===== src/rtl/hpt_pkg.sv =====
// Shared types for the hashed page table walker.
// Assumes a fixed 64-bit entry layout; only the group geometry is parametric.
package hpt_pkg;

    localparam int VSID_W      = 24;
    localparam int API_W       = 6;
    localparam int TAG_W       = 1 + VSID_W + 1 + API_W;
    localparam int ENTRY_W     = 64;
    localparam int ENTRY_BYTES = 8;
    localparam logic [2:0] READ_ATTR = 3'b001;

    // Entry layout, most significant field first.
    typedef struct packed {
        logic               v;
        logic [VSID_W-1:0]  vsid;
        logic               h;
        logic [API_W-1:0]   api;
        logic [19:0]        rpn;
        logic [2:0]         rsv0;
        logic               r;
        logic               c;
        logic [3:0]         wimg;
        logic               rsv1;
        logic [1:0]         pp;
    } pte_t;

    typedef enum logic [2:0] {
        W_IDLE,
        W_RD_REQ,
        W_RD_WAIT,
        W_FILL,
        W_WB_REQ,
        W_WB_WAIT,
        W_DONE
    } walk_state_t;

endpackage


===== src/rtl/hpt_pte_match.sv =====
// Compares the tag word of one entry with the access.
// Assumes the tag word holds valid, identifier, hash-select and page index,
// in that order from the top bit down.
module hpt_pte_match
    import hpt_pkg::*;
(
    input  logic [TAG_W-1:0]  tag_word,
    input  logic [VSID_W-1:0] vsid,
    input  logic [API_W-1:0]  api,
    input  logic              want_h,
    output logic              hit
);

    logic [TAG_W-1:0] expect_tag;

    // Build the tag a matching entry must carry and compare it whole.
    always_comb begin
        expect_tag = {1'b1, vsid, want_h, api};
        hit        = (tag_word == expect_tag);
    end

endmodule


===== src/rtl/hpt_rc_update.sv =====
// Computes the referenced/changed update for a matched entry.
// Assumes the caller applies the result only on a hit.
module hpt_rc_update
    import hpt_pkg::*;
(
    input  pte_t pte_in,
    input  logic is_write,
    input  logic prot_viol,
    output pte_t pte_out,
    output logic need_wb
);

    logic set_c;

    // Referenced is always set; changed only for a permitted store.
    always_comb begin
        set_c     = is_write && !prot_viol;
        pte_out   = pte_in;
        pte_out.r = 1'b1;
        if (set_c) begin
            pte_out.c = 1'b1;
        end
        need_wb   = !pte_in.r || (set_c && !pte_in.c);
    end

endmodule


===== src/rtl/hpt_walker.sv =====
// Two-pass hashed page table walker.
// Reads up to GROUP_ENTRIES entries of the primary group, then of the
// secondary group, one read outstanding at a time. On a hit, fills the TLB
// and writes back R/C if they changed. On a full miss, raises a storage fault.
// Assumes group bases are computed by the requester and are entry-aligned,
// and that the memory answers every accepted request with one response.
module hpt_walker
    import hpt_pkg::*;
#(
    parameter int ADDR_W        = 32,
    parameter int GROUP_ENTRIES = 8
) (
    input  logic              clk,
    input  logic              rst_n,
    input  logic              req_valid,
    output logic              req_ready,
    input  logic [23:0]       req_vsid,
    input  logic [5:0]        req_api,
    input  logic              req_is_instr,
    input  logic              req_is_write,
    input  logic              req_prot_viol,
    input  logic [ADDR_W-1:0] req_pri_base,
    input  logic [ADDR_W-1:0] req_sec_base,
    output logic              busy,
    output logic              done,
    output logic              done_hit,
    output logic              done_isi,
    output logic              done_dsi,
    output logic              tlb_wr_en,
    output logic [63:0]       tlb_wr_pte,
    output logic              mem_req_valid,
    input  logic              mem_req_ready,
    output logic              mem_req_we,
    output logic [ADDR_W-1:0] mem_req_addr,
    output logic [63:0]       mem_req_wdata,
    output logic [2:0]        mem_req_attr,
    input  logic              mem_rsp_valid,
    input  logic [63:0]       mem_rsp_rdata
);

    localparam int IDX_W  = (GROUP_ENTRIES > 1) ? $clog2(GROUP_ENTRIES) : 1;
    localparam int OFF_SH = $clog2(ENTRY_BYTES);
    localparam logic [IDX_W-1:0] LAST_IDX = IDX_W'(GROUP_ENTRIES - 1);

    walk_state_t       state_q, state_d;
    logic              second_q;
    logic [IDX_W-1:0]  idx_q;
    logic [VSID_W-1:0] vsid_q;
    logic [API_W-1:0]  api_q;
    logic              instr_q, write_q, viol_q;
    logic [ADDR_W-1:0] pri_q, sec_q;
    pte_t              pte_q;
    logic              wb_need_q;
    logic              hit_q;

    logic              accept;
    logic              rsp_match;
    pte_t              rsp_pte;
    pte_t              upd_pte;
    logic              upd_need;
    logic [ADDR_W-1:0] entry_addr;

    assign rsp_pte = pte_t'(mem_rsp_rdata);

    hpt_pte_match u_match (
        .tag_word (mem_rsp_rdata[ENTRY_W-1 -: TAG_W]),
        .vsid     (vsid_q),
        .api      (api_q),
        .want_h   (second_q),
        .hit      (rsp_match)
    );

    hpt_rc_update u_rc (
        .pte_in    (rsp_pte),
        .is_write  (write_q),
        .prot_viol (viol_q),
        .pte_out   (upd_pte),
        .need_wb   (upd_need)
    );

    // Address of the entry under examination in the current group.
    always_comb begin
        entry_addr = (second_q ? sec_q : pri_q)
                   + (ADDR_W'(idx_q) << OFF_SH);
    end

    // Handshake and status outputs decoded from the walk state.
    always_comb begin
        req_ready = (state_q == W_IDLE);
        accept    = req_valid && req_ready;
        busy      = (state_q != W_IDLE);
        done      = (state_q == W_DONE);
        done_hit  = done && hit_q;
        done_isi  = done && !hit_q && instr_q;
        done_dsi  = done && !hit_q && !instr_q;
        tlb_wr_en = (state_q == W_FILL);
        tlb_wr_pte = pte_q;
    end

    // Memory request drive: reads during search, one write for R/C.
    always_comb begin
        mem_req_valid = (state_q == W_RD_REQ) || (state_q == W_WB_REQ);
        mem_req_we    = (state_q == W_WB_REQ);
        mem_req_addr  = entry_addr;
        mem_req_wdata = pte_q;
        mem_req_attr  = (state_q == W_RD_REQ) ? READ_ATTR : 3'b000;
    end

    // Next-state logic for the walk.
    always_comb begin
        state_d = state_q;
        case (state_q)
            W_IDLE: begin
                if (accept) begin
                    state_d = W_RD_REQ;
                end
            end
            W_RD_REQ: begin
                if (mem_req_ready) begin
                    state_d = W_RD_WAIT;
                end
            end
            W_RD_WAIT: begin
                if (mem_rsp_valid) begin
                    if (rsp_match) begin
                        state_d = W_FILL;
                    end else if (idx_q == LAST_IDX && second_q) begin
                        state_d = W_DONE;
                    end else begin
                        state_d = W_RD_REQ;
                    end
                end
            end
            W_FILL: begin
                state_d = wb_need_q ? W_WB_REQ : W_DONE;
            end
            W_WB_REQ: begin
                if (mem_req_ready) begin
                    state_d = W_WB_WAIT;
                end
            end
            W_WB_WAIT: begin
                if (mem_rsp_valid) begin
                    state_d = W_DONE;
                end
            end
            W_DONE: begin
                state_d = W_IDLE;
            end
            default: begin
                state_d = W_IDLE;
            end
        endcase
    end

    // State register.
    always_ff @(posedge clk) begin
        if (!rst_n) begin
            state_q <= W_IDLE;
        end else begin
            state_q <= state_d;
        end
    end

    // Request capture at acceptance.
    always_ff @(posedge clk) begin
        if (!rst_n) begin
            vsid_q  <= '0;
            api_q   <= '0;
            instr_q <= 1'b0;
            write_q <= 1'b0;
            viol_q  <= 1'b0;
            pri_q   <= '0;
            sec_q   <= '0;
        end else if (accept) begin
            vsid_q  <= req_vsid;
            api_q   <= req_api;
            instr_q <= req_is_instr;
            write_q <= req_is_write;
            viol_q  <= req_prot_viol;
            pri_q   <= req_pri_base;
            sec_q   <= req_sec_base;
        end
    end

    // Entry position: index within group and which group is searched.
    always_ff @(posedge clk) begin
        if (!rst_n) begin
            idx_q    <= '0;
            second_q <= 1'b0;
        end else if (accept) begin
            idx_q    <= '0;
            second_q <= 1'b0;
        end else if (state_q == W_RD_WAIT && mem_rsp_valid && !rsp_match) begin
            if (idx_q == LAST_IDX) begin
                if (!second_q) begin
                    idx_q    <= '0;
                    second_q <= 1'b1;
                end
            end else begin
                idx_q <= idx_q + 1'b1;
            end
        end
    end

    // Hit capture: updated entry, write-back need and outcome.
    always_ff @(posedge clk) begin
        if (!rst_n) begin
            pte_q     <= '0;
            wb_need_q <= 1'b0;
            hit_q     <= 1'b0;
        end else if (accept) begin
            wb_need_q <= 1'b0;
            hit_q     <= 1'b0;
        end else if (state_q == W_RD_WAIT && mem_rsp_valid && rsp_match) begin
            pte_q     <= upd_pte;
            wb_need_q <= upd_need;
            hit_q     <= 1'b1;
        end
    end

endmodule


===== config.mk =====
export PLATFORM = sky130hd
export DESIGN_NAME = hpt_walker
export DESIGN_NICKNAME = d
export VERILOG_FILES = /design/src/rtl/hpt_pkg.sv /design/src/rtl/hpt_pte_match.sv /design/src/rtl/hpt_rc_update.sv /design/src/rtl/hpt_walker.sv
export SDC_FILE = /design/constraint.sdc
export NUM_CORES = 1
export LEC_CHECK = 0
export BUFFER_PORTS_ARGS = -buffer_cell sky130_fd_sc_hd__buf_2
export CORE_UTILIZATION = 34
export CTS_CLUSTER_SIZE = 12
export DETAILED_ROUTE_END_ITERATION = 8
export PLACE_DENSITY_LB_ADDON = 0.15
export SETUP_SLACK_MARGIN = 0.4
export SLEW_MARGIN = 30
export SYNTH_ARGS = -nofsm -noshare
export SYNTH_HDL_FRONTEND = slang
export SYNTH_SLANG_ARGS = --single-unit

===== constraint.sdc =====
create_clock -name clk -period 6.3 [get_ports clk]
set_clock_uncertainty 0.1 [all_clocks]
set_input_delay 1.89 -clock clk [delete_from_list [all_inputs] [get_ports clk]]
set_output_delay 1.89 -clock clk [all_outputs]
set_load 0.05 [all_outputs]

==> run summary, run 1 <==
Clk pwr share: 41.7%
P&R area growth vs syn: 23.4%
Power Density: 245 nW/um2
Rows: 57
synth unique cells: 55
yosys warns: 0
Main synth FF type: dfxtp_1
worst-margin pin slew: 0.825 ns
Switch Pwr: 0.000745 W
GP Congestion: 0.817
antenna violations before repair: 0
critical path's top delay family: simple AND/OR/NAND/NOR gates
Combinational Power Share: 13.2%
Buf/Inv on CP: 2
DRT antenna net count: 0
DRC Markers: 0
fin nets: 1448
Starting DRT DRC Count: 396
global route total overflow: 0
CTS sink count: 170
Core ar.: 24300 um2
Post CTS Setup Buffer Count: 0
Leak: 4.54 nW
Hold WC Path Type: reg -> reg
layout cell share with drive strength beyond 1: 31.3%
Sw Share: 29.2%
CP arrival: 3.25 ns
Post-synth EDFFs: 0
Synth area leaders: dfxtp_1 40%, nand2_1 15%, mux2i_1 9.8%
Clk Tree Root Cell: clkbuf_16
# setup viols final: 0
RSZ-0062 raised after global routing: no
I/O pin total: 338
internal power: 0.00181 W
Die Wd: 160 um
Total Wirelength: 25600 um
Achievable Freq: 0.191 GHz
overall via count from detail_route: 7404
Yosys top cell by area: dfxtp_1
Final period util: 83.2%
crit-path cells: mux2_2, ha_1, inv_1, fa_1, nand2b_1, a21oi_4, nand3_2, or2_1, nor4_2, xnor2_1, buf_2
final hold slack: 0.352 ns
Slew HR: 44.9%
critical path peak fanout: 9
GRT Overall Usage: 19.9%
Fin Setup TNS: 0 ns
placed cell count: 1581
crit-path max cell delay: 0.44 ns
Crit Path Class: reg -> out
worst vdd ir: 0.128 mV
largest net degree at the start of global routing: 84
Tmin final: 5.24 ns
CP Capture Type: output pin
vias per std cell: 4.59
CTS tree: yes
# Max-Cap Violations: 0
buffers from clock root to sink, at most: 2
Final Hold Vio Count: 0
Initial Util: 34.7%
first-pass GRT wire length: 39400 um
Die H: 160 um
#FFs+latches synth: 170
Synth top area share: 40.3%
required time of the critical path: 4.31 ns
Post-Syn Area: 8440 um2
outcome: completed
Startpoint Class: flop
fillers: 2558
Max Slew Vio Count: 0
clock-pin transition on the worst setup and hold timing paths: 0.07 ns
Avg WL per Cell: 15.8 um
sequential cell area fraction in the yosys report: 40.3%
clk_lat worst skew: 0.43 ns
vias in the first global route: 6918
Post-CTS Resized: 0
DP HPWL: 19000 um
Die ar.: 25500 um2
hold_buf cts: 0
Avg Cell Area, Syn: 8.11 um2
IO buf count: 335
Async SR Flop Fraction: 0%
Reg power frac: 45.1%
drt first pass iters: 4
final instance count without filler cells: 1614
CTS buffer count: 17
H-tree Lvls: 4
CP max-delay cell: dfxtp_2
cells after synthesis: 1041
==> registers in the layout (all words and copies together) (netlist names), 3 cells and up <==
name           cells
api_q              6
pri_q             32
mem_req_wdata     64
vsid_q            24
idx_q              3
sec_q             32
state_q            3
==> layout by cell type (no fill, tap or decap), types with 3 or more instances in the layout <==
cell type | netlist | routed
nand2_1 | 346 | 345
buf_2 | 15 | 334
dfxtp_1 | 170 | 169
a21oi_1 | 108 | 108
mux2i_1 | 83 | 83
xnor2_1 | 41 | 41
xor2_1 | 19 | 19
nand3_1 | 17 | 17
clkbuf_16 | 0 | 17
nor2_1 | 13 | 13
nand4_1 | 12 | 12
inv_1 | 11 | 11
mux2_2 | 8 | 8
o21ai_0 | 8 | 8
nand2b_1 | 7 | 7
buf_4 | 68 | 6
nand3b_1 | 5 | 5
a31oi_1 | 5 | 5
ha_1 | 5 | 5
nand3_2 | 4 | 4
and3_1 | 4 | 4
inv_6 | 0 | 4
inv_8 | 0 | 4
nor3_1 | 3 | 3
nor2b_1 | 3 | 3
o21a_1 | 3 | 3
clkinvlp_4 | 0 | 3
==> cells in the mapped netlist (7+ instances only) <==
master / number
nand2_1: 346
nand4_1: 12
buf_6: 7
mux2_2: 8
buf_4: 68
xnor2_1: 41
xor2_1: 19
dfxtp_1: 170
mux2i_1: 83
inv_1: 11
nor2_1: 13
o21ai_0: 8
nand2b_1: 7
a21oi_1: 108
clkbuf_1: 36
buf_2: 15
nand3_1: 17
==> cell type report <==
type,count,area [um2],area share (%)
flip-flops and latches,170,3400,32.7
diodes,1,2.50,0.0240
well taps,324,405,3.89
repair buffers,342,1760,16.9
inverters,12,46.3,0.445
clock buffers,19,443,4.25
clock inverters,13,149,1.43
multi-input cells,733,4210,40.4
==> worst reg2reg max path: stages (launching register included) <==
cell and delay, ns:
dfxtp_1 0.33, xnor2_1 0.32, nand4_1 0.13, nor4_1 0.41, nand3_1 0.27, nor2_4 0.70
buf_4 0.39, mux2i_1 0.21
==> cells by family (layout without fill, tap and decap cells) <==
family / Yosys count / after routing / share of synthesized area (%)
other: 1 / 3 / 0.0444
adder cells (fa/ha/maj): 6 / 6 / 0.979
AO/OA/AOI/OAI: 143 / 143 / 9.65
flip-flops: 170 / 170 / 40.3
XOR/XNOR: 60 / 60 / 6.23
AND/OR/NAND/NOR: 430 / 430 / 21.6
multiplexers: 92 / 92 / 11.1
buffers and inverters: 139 / 386 / 10.1
==> power groups by stage <==
stage | logic [W] | clock network [W] | registers, W
5_1_grt | 0.000372 | 0.00114 | 0.00116
3_3_place_gp | 0.000337 | 0 | 0.00118
2_1_floorplan | 0.000225 | 0 | 0.00117
6_report | 0.000338 | 0.00106 | 0.00115
4_1_cts | 0.000343 | 0.00109 | 0.00115
3_5_place_dp | 0.000342 | 0 | 0.00118
==> metal layers <==
metal  part of all wire [%]  vias up  GRT usage, %
met5                      0        -             0
met4                   0.51        0          4.15
met3                    5.3        6          4.69
met2                     49      207          34.1
met1                     45     3363          25.3
li1                       -     3828             -
==> final timing paths <==
path / startpoint / to / slack, ns / cells past startpoint
max: second_q / mem_req_addr[31] / 1.06 / 11
min: pri_q[1] / pri_q[1] / 0.35 / 2
max reg2reg: api_q[2] / mem_req_wdata[61] / 3.37 / 7
min reg2reg: pri_q[1] / pri_q[1] / 0.35 / 2
==> stage by stage <==
step / setup slack [ns] / total power (W) / utilization [%] / instance area, um2
3_5_place_dp: 1.49 / 0.00152 / 40.4 / 9820
2_1_floorplan: 0.535 / 0.00139 / - / 8440
3_3_place_gp: 1.52 / 0.00152 / 40.3 / 9800
4_1_cts: 1.01 / 0.00259 / 42.8 / 10400
6_report: 1.06 / 0.00256 / 42.8 / 10400
5_1_grt: 0.836 / 0.00267 / 42.8 / 10400
Note: power is estimated with default switching activity, not from simulation.
==> run 2: changes to the inputs <==
clock period = 4.7 ns   (was 6.3 ns; I/O delays follow)
==> run 2 against run 1 <==
Clock power grew 33%. Count of clock-buffer cells in the layout is 1 lower. Worst setup slack worse by 0.75 ns. Power up 35%. Cell area is 6.6% higher. Wire length up 2.1%. Critical path type unchanged. Largest power group unchanged.
==> run summary, run 2 (synthesized netlist as in run 1, its figures left out) <==
Max Slew Vio Count: 0 (unchanged)
most frequent cells in the layout: 343 x nand2_1, 317 x buf_2, 169 x dfxtp_1 (was 345 x nand2_1, 334 x buf_2, 169 x dfxtp_1)
crit-path cells: mux2_4, ha_4, inv_2, fa_2, nand2b_4, a21oi_4, nand3_2, or2_4, nor4_4, xnor2_4, buf_6 (was mux2_2, ha_1, inv_1, fa_1, nand2b_1, a21oi_4, nand3_2, or2_1, nor4_2, xnor2_1, buf_2)
Initial Util: 34.7% (unchanged)
worst vdd ir: 0.236 mV (was 0.128 mV)
clock-pin transition on the worst setup and hold timing paths: 0.07 ns (about the same)
required time of the critical path: 3.19 ns (was 4.31 ns)
# Max-Cap Violations: 0 (unchanged)
Slew HR: 45.3% (was 44.9%)
CTS buffer count: 17 (unchanged)
total power: 0.00344 W (was 0.00256 W)
largest net degree at the start of global routing: 67 (was 84)
Crit Path Class: reg -> out (unchanged)
hold_buf cts: 0 (unchanged)
post-route met1 wirelength: 11700 um (was 11500 um)
RSZ-0062 raised after global routing: yes (was no)
Final period util: 93.4%
CTS tree: yes (unchanged)
crit-path max cell delay: 0.39 ns (was 0.44 ns)
P&R area growth vs syn: 31.6% (was 23.4%)
Avg WL per Cell: 16.0 um (was 15.8 um)
antenna violations before repair: 4 (was 0)
Die ar.: 25500 um2 (unchanged)
routed wl met3: 1340 um (was 1350 um)
CP max-delay cell: dfxtp_4 (was dfxtp_2)
Buf/Inv on CP: 2 (unchanged)
DRT antenna net count: 0 (unchanged)
buffers from clock root to sink, at most: 2 (unchanged)
IO buf count: 335 (unchanged)
commonest non-fill, non-tap cell in the layout: nand2_1 (unchanged)
vias in the first global route: 6977 (was 6918)
worst-margin pin slew: 0.820 ns (was 0.825 ns)
GRT Overall Usage: 20.0% (was 19.9%)
Achievable Freq: 0.228 GHz
Hold WC Path Type: reg -> reg (unchanged)
Total Wirelength: 26100 um (was 25600 um)
CTS sink count: 170 (unchanged)
outcome: completed (unchanged)
Core ar.: 24300 um2 (unchanged)
DP HPWL: 19000 um (about the same)
Die H: 160 um (unchanged)
# setup viols final: 0 (unchanged)
dpl cell area: 10200 um2 (was 9820 um2)
global route total overflow: 0 (unchanged)
H-tree Lvls: 4 (unchanged)
first-pass GRT wire length: 39500 um (was 39400 um)
layout cell share with drive strength beyond 1: 35.6% (was 31.3%)
Max Used Layer: met5 (was met4)
clk_lat worst skew: 0.43 ns (about the same)
CP Capture Type: output pin (unchanged)
Clk Tree Root Cell: clkbuf_16 (unchanged)
Starting DRT DRC Count: 446 (was 396)
post-route cell area: 11100 um2 (was 10400 um2)
overall via count from detail_route: 7582 (was 7404)
Leak: 4.82 nW (was 4.54 nW)
met2 wire len: 12900 um (was 12600 um)
fin nets: 1462 (was 1448)
critical path's top delay family: simple AND/OR/NAND/NOR gates (unchanged)
Rows: 57 (unchanged)
Startpoint Class: flop (unchanged)
critical path peak fanout: 6 (was 9)
final hold slack: 0.353 ns (was 0.352 ns)
Fin Setup TNS: 0 ns (unchanged)
I/O pin total: 338 (unchanged)
drt first pass iters: 6 (was 4)
Power Density: 310 nW/um2 (was 245 nW/um2)
vias per std cell: 4.65 (was 4.59)
fillers: 2453 (was 2558)
max FFs per register: 64 (unchanged)
Final Hold Vio Count: 0 (unchanged)
Die Wd: 160 um (unchanged)
DRC Markers: 0 (unchanged)
CP arrival: 2.88 ns (was 3.25 ns)
GP Congestion: 0.821 (was 0.817)
Tmin final: 4.39 ns
run 2: cell count changes in the layout (fill, tap and decap cells not counted), moves of 8 or more:
cell     delta
buf_2      -17
buf_6      +16
buf_4      +10
xnor2_1     -8
xor2_1      -8
run 2: worst min-delay path: stages (launching register included):
cell	delay (ns)
dfxtp_1	0.31
nand2_1	0.05
a21oi_1	0.05
run 2: final cells by class:
| class | instances | area (um2) | share of cell area, % |
|---|---|---|---|
| inverters | 12 | 46.3 | 0.417 |
| well taps | 324 | 405 | 3.65 |
| repair buffers | 356 | 2010 | 18.1 |
| multi-input cells | 733 | 4630 | 41.7 |
| diodes | 2 | 5.00 | 0.0451 |
| clock inverters | 14 | 161 | 1.45 |
| flip-flops and latches | 170 | 3410 | 30.7 |
| clock buffers | 18 | 439 | 3.95 |
run 2: stage by stage:
stage | utilization, % | instances | setup slack, ns
2_1_floorplan | - | 1042 | 0.267
3_3_place_gp | 41.8 | 1581 | 0.378
3_5_place_dp | 41.8 | 1582 | 0.341
4_1_cts | 45.0 | 1622 | 0.217
5_1_grt | 45.7 | 1628 | 0.204
6_report | 45.7 | 1629 | 0.309
run 2: final timing paths:
| path | startpoint | to | slack [ns] | cells past startpoint |
|---|---|---|---|---|
| max reg2reg | vsid_q[21] | wb_need_q | 2.05 | 7 |
| min | write_q | write_q | 0.35 | 2 |
| max | second_q | mem_req_addr[31] | 0.31 | 11 |
| min reg2reg | write_q | write_q | 0.35 | 2 |
run 2: report_power, final:
part	switching, W	internal, W
registers	0.0000485	0.00150
clock network	0.000681	0.000726
logic	0.000307	0.000183
total	0.00104	0.00240
run 2: per-layer routing:
| layer | vias up | global-route usage, % |
|---|---|---|
| met5 | - | 0 |
| met4 | 4 | 4.24 |
| met3 | 12 | 4.92 |
| met2 | 213 | 34.1 |
| met1 | 3509 | 25.3 |
| li1 | 3844 | - |
run 2: timing repair:
action	4_1_cts	5_1_grt
buffers inserted	8	4
gates resized for setup	33	24
pin swaps	11	10
endpoints found under the setup margin	20	17
cloned	0	1
==> run 3: changes to the inputs <==
==> constraint.sdc (replaced) <==
create_clock -name clk -period 4.7 [get_ports clk]
set_clock_uncertainty 0.1 [all_clocks]
set_input_delay 0.235 -clock clk [delete_from_list [all_inputs] [get_ports clk]]
set_output_delay 0.235 -clock clk [all_outputs]
set_load 0.05 [all_outputs]
==> run 3 against run 2 <==
Cell area rose by 7.8%. Die area did not move. Core utilization rose by 3.6 points. Worst hold slack got worse by 0.35 ns. Highest routed layer is now met4.
==> run summary, run 3 (synthesized netlist as in run 1, its figures left out) <==
DRC Markers: 0 (unchanged)
first-pass GRT wire length: 42400 um (was 39500 um)
I/O pin total: 338 (unchanged)
Power Density: 293 nW/um2 (was 310 nW/um2)
pre-CTS setup slack: 1.13 ns (was 0.341 ns)
Max Slew Vio Count: 0 (unchanged)
Die Wd: 160 um (unchanged)
met2 wire len: 13000 um (was 12900 um)
Final WS setup: 0.707 ns (was 0.309 ns)
global route total overflow: 0 (unchanged)
Die H: 160 um (unchanged)
vias per std cell: 4.59 (was 4.65)
Rows: 57 (unchanged)
outcome: completed (unchanged)
vias in the first global route: 8013 (was 6977)
DP HPWL: 19100 um (was 19000 um)
Startpoint Class: flop (unchanged)
Achievable Freq: 0.250 GHz (was 0.228 GHz)
critical path's top delay family: simple AND/OR/NAND/NOR gates (unchanged)
layout cell share with drive strength beyond 1: 28.1% (was 35.6%)
Core ar.: 24300 um2 (unchanged)
Avg WL per Cell: 15.3 um (was 16.0 um)
GP Congestion: 0.814 (was 0.821)
largest net degree at the start of global routing: 97 (was 67)
IO buf count: 335 (unchanged)
CP Capture Type: output pin (unchanged)
fillers: 2383 (was 2453)
fin nets: 1603 (was 1462)
worst vdd ir: 0.172 mV (was 0.236 mV)
CTS tree: yes (unchanged)
CTS sink count: 170 (unchanged)
Total Wirelength: 27100 um (was 26100 um)
# setup viols final: 0 (unchanged)
Die ar.: 25500 um2 (unchanged)
CP arrival: 3.66 ns (was 2.88 ns)
drt first pass iters: 4 (was 6)
Leak: 5.20 nW (was 4.82 nW)
overall via count from detail_route: 8122 (was 7582)
antenna violations before repair: 1 (was 4)
total power: 0.00351 W (was 0.00344 W)
CP max-delay cell: dfxtp_2 (was dfxtp_4)
routed wl met3: 1360 um (was 1340 um)
Final period util: 85.0% (was 93.4%)
clk_lat worst skew: 0.43 ns (about the same)
commonest non-fill, non-tap cell in the layout: nand2_1 (unchanged)
most frequent cells in the layout: 345 x nand2_1, 334 x buf_2, 169 x dfxtp_1 (was 343 x nand2_1, 317 x buf_2, 169 x dfxtp_1)
Fin Setup TNS: 0 ns (unchanged)
Final Hold Vio Count: 0 (unchanged)
Final Core Density: 49.2% (was 45.7%)
Crit Path Class: reg -> out (unchanged)
clock-pin transition on the worst setup and hold timing paths: 0.07 ns (about the same)
Buf/Inv on CP: 2 (unchanged)
# Max-Cap Violations: 0 (unchanged)
buffers from clock root to sink, at most: 2 (unchanged)
Starting DRT DRC Count: 327 (was 446)
Initial Util: 34.7% (unchanged)
GRT Overall Usage: 21.1% (was 20.0%)
RSZ-0062 raised after global routing: no (was yes)
required time of the critical path: 4.37 ns (was 3.19 ns)
Clk Tree Root Cell: clkbuf_16 (unchanged)
P&R area growth vs syn: 41.9% (was 31.6%)
H-tree Lvls: 4 (unchanged)
Slew HR: 42.8% (was 45.3%)
crit-path cells: mux2_2, ha_1, inv_1, fa_1, nand2b_1, a21oi_4, nand3_2, or2_1, nor4_2, xnor2_1, buf_2 (was mux2_4, ha_4, inv_2, fa_2, nand2b_4, a21oi_4, nand3_2, or2_4, nor4_4, xnor2_4, buf_6)
worst-margin pin slew: 0.858 ns (was 0.820 ns)
critical path peak fanout: 26 (was 6)
CTS buffer count: 17 (unchanged)
Hold WC Path Type: in -> reg (was reg -> reg)
Tmin final: 3.99 ns (was 4.39 ns)
post-route met1 wirelength: 12000 um (was 11700 um)
DRT antenna net count: 0 (unchanged)
crit-path max cell delay: 0.73 ns (was 0.39 ns)
Max Used Layer: met4 (was met5)
max FFs per register: 64 (unchanged)
## run 3: cell types whose count changed in the layout (fill, tap and decap cells not counted), moves of 4 or more
cell           previous run  this run
nor2_2                    6         0
buf_2                   317       334
xor2_2                    6         0
buf_4                    16         7
buf_6                    16         0
xor2_1                   11        19
xnor2_4                   4         0
mux2i_4                   4         0
xnor2_2                   4         0
dlygate4sd3_1             0       154
mux2i_1                  77        83
nor2_1                    7        13
xnor2_1                  33        41
## run 3: worst register-to-register path: cells and delay by family (launching register included)
family        cells  cell delay (ns)
simple gates      4             1.04
buf+inv           1             0.57
flops             1             0.33
xor+xnor          1             0.33
mux               1             0.27
## run 3: timing repair
item / 4_1_cts / 5_1_grt
hold endpoints to repair: 154 / 0
hold buffers: 154 / 0
gates resized for setup: 0 / 0
setup buffers: 0 / 0
## run 3: path summary, 6_finish.rpt
path	from	to	slack [ns]	cells after the start
setup / recovery	second_q	mem_req_addr[31]	0.71	11
hold / removal	req_api[0]	api_q[0]	0.004	3
setup reg to reg	api_q[2]	mem_req_wdata[54]	1.98	7
hold reg to reg	pri_q[2]	pri_q[2]	0.35	2
## run 3: power by group
group          total [W]  leakage [nW]  switching (W)  internal [W]
Clock            0.00140         0.287       0.000678      0.000726
Combinational   0.000558          3.53       0.000314      0.000244
Sequential       0.00155          1.38      0.0000484       0.00150
## run 3: metrics by stage
stage	hold slack (ns)	cell area, um2	std cells
after floorplan	0.271	8440	1042
after global placement	0.342	9790	1580
after detailed placement	0.343	9810	1581
after CTS	0.00563	11900	1767
after global routing	0.00712	12000	1769
final	0.00362	12000	1769
## run 3: layout make-up
type	count	area (um2)	area share, %
Timing Repair Buffer	497	3310	27.7
Multi-Input combinational cell	733	4210	35.1
Antenna cell	1	2.50	0.0209
Tap cell	324	405	3.39
Inverter	12	46.3	0.387
Sequential cell	170	3400	28.4
Clock buffer	18	439	3.67
Clock inverter	14	154	1.29
## run 3: routing by layer
layer  vias to the layer above  GRT usage [%]
met2                       236           36.2
li1                       4138              -
met4                         0           7.82
met1                      3708           25.5
met5                         -              0
met3                        40           4.85
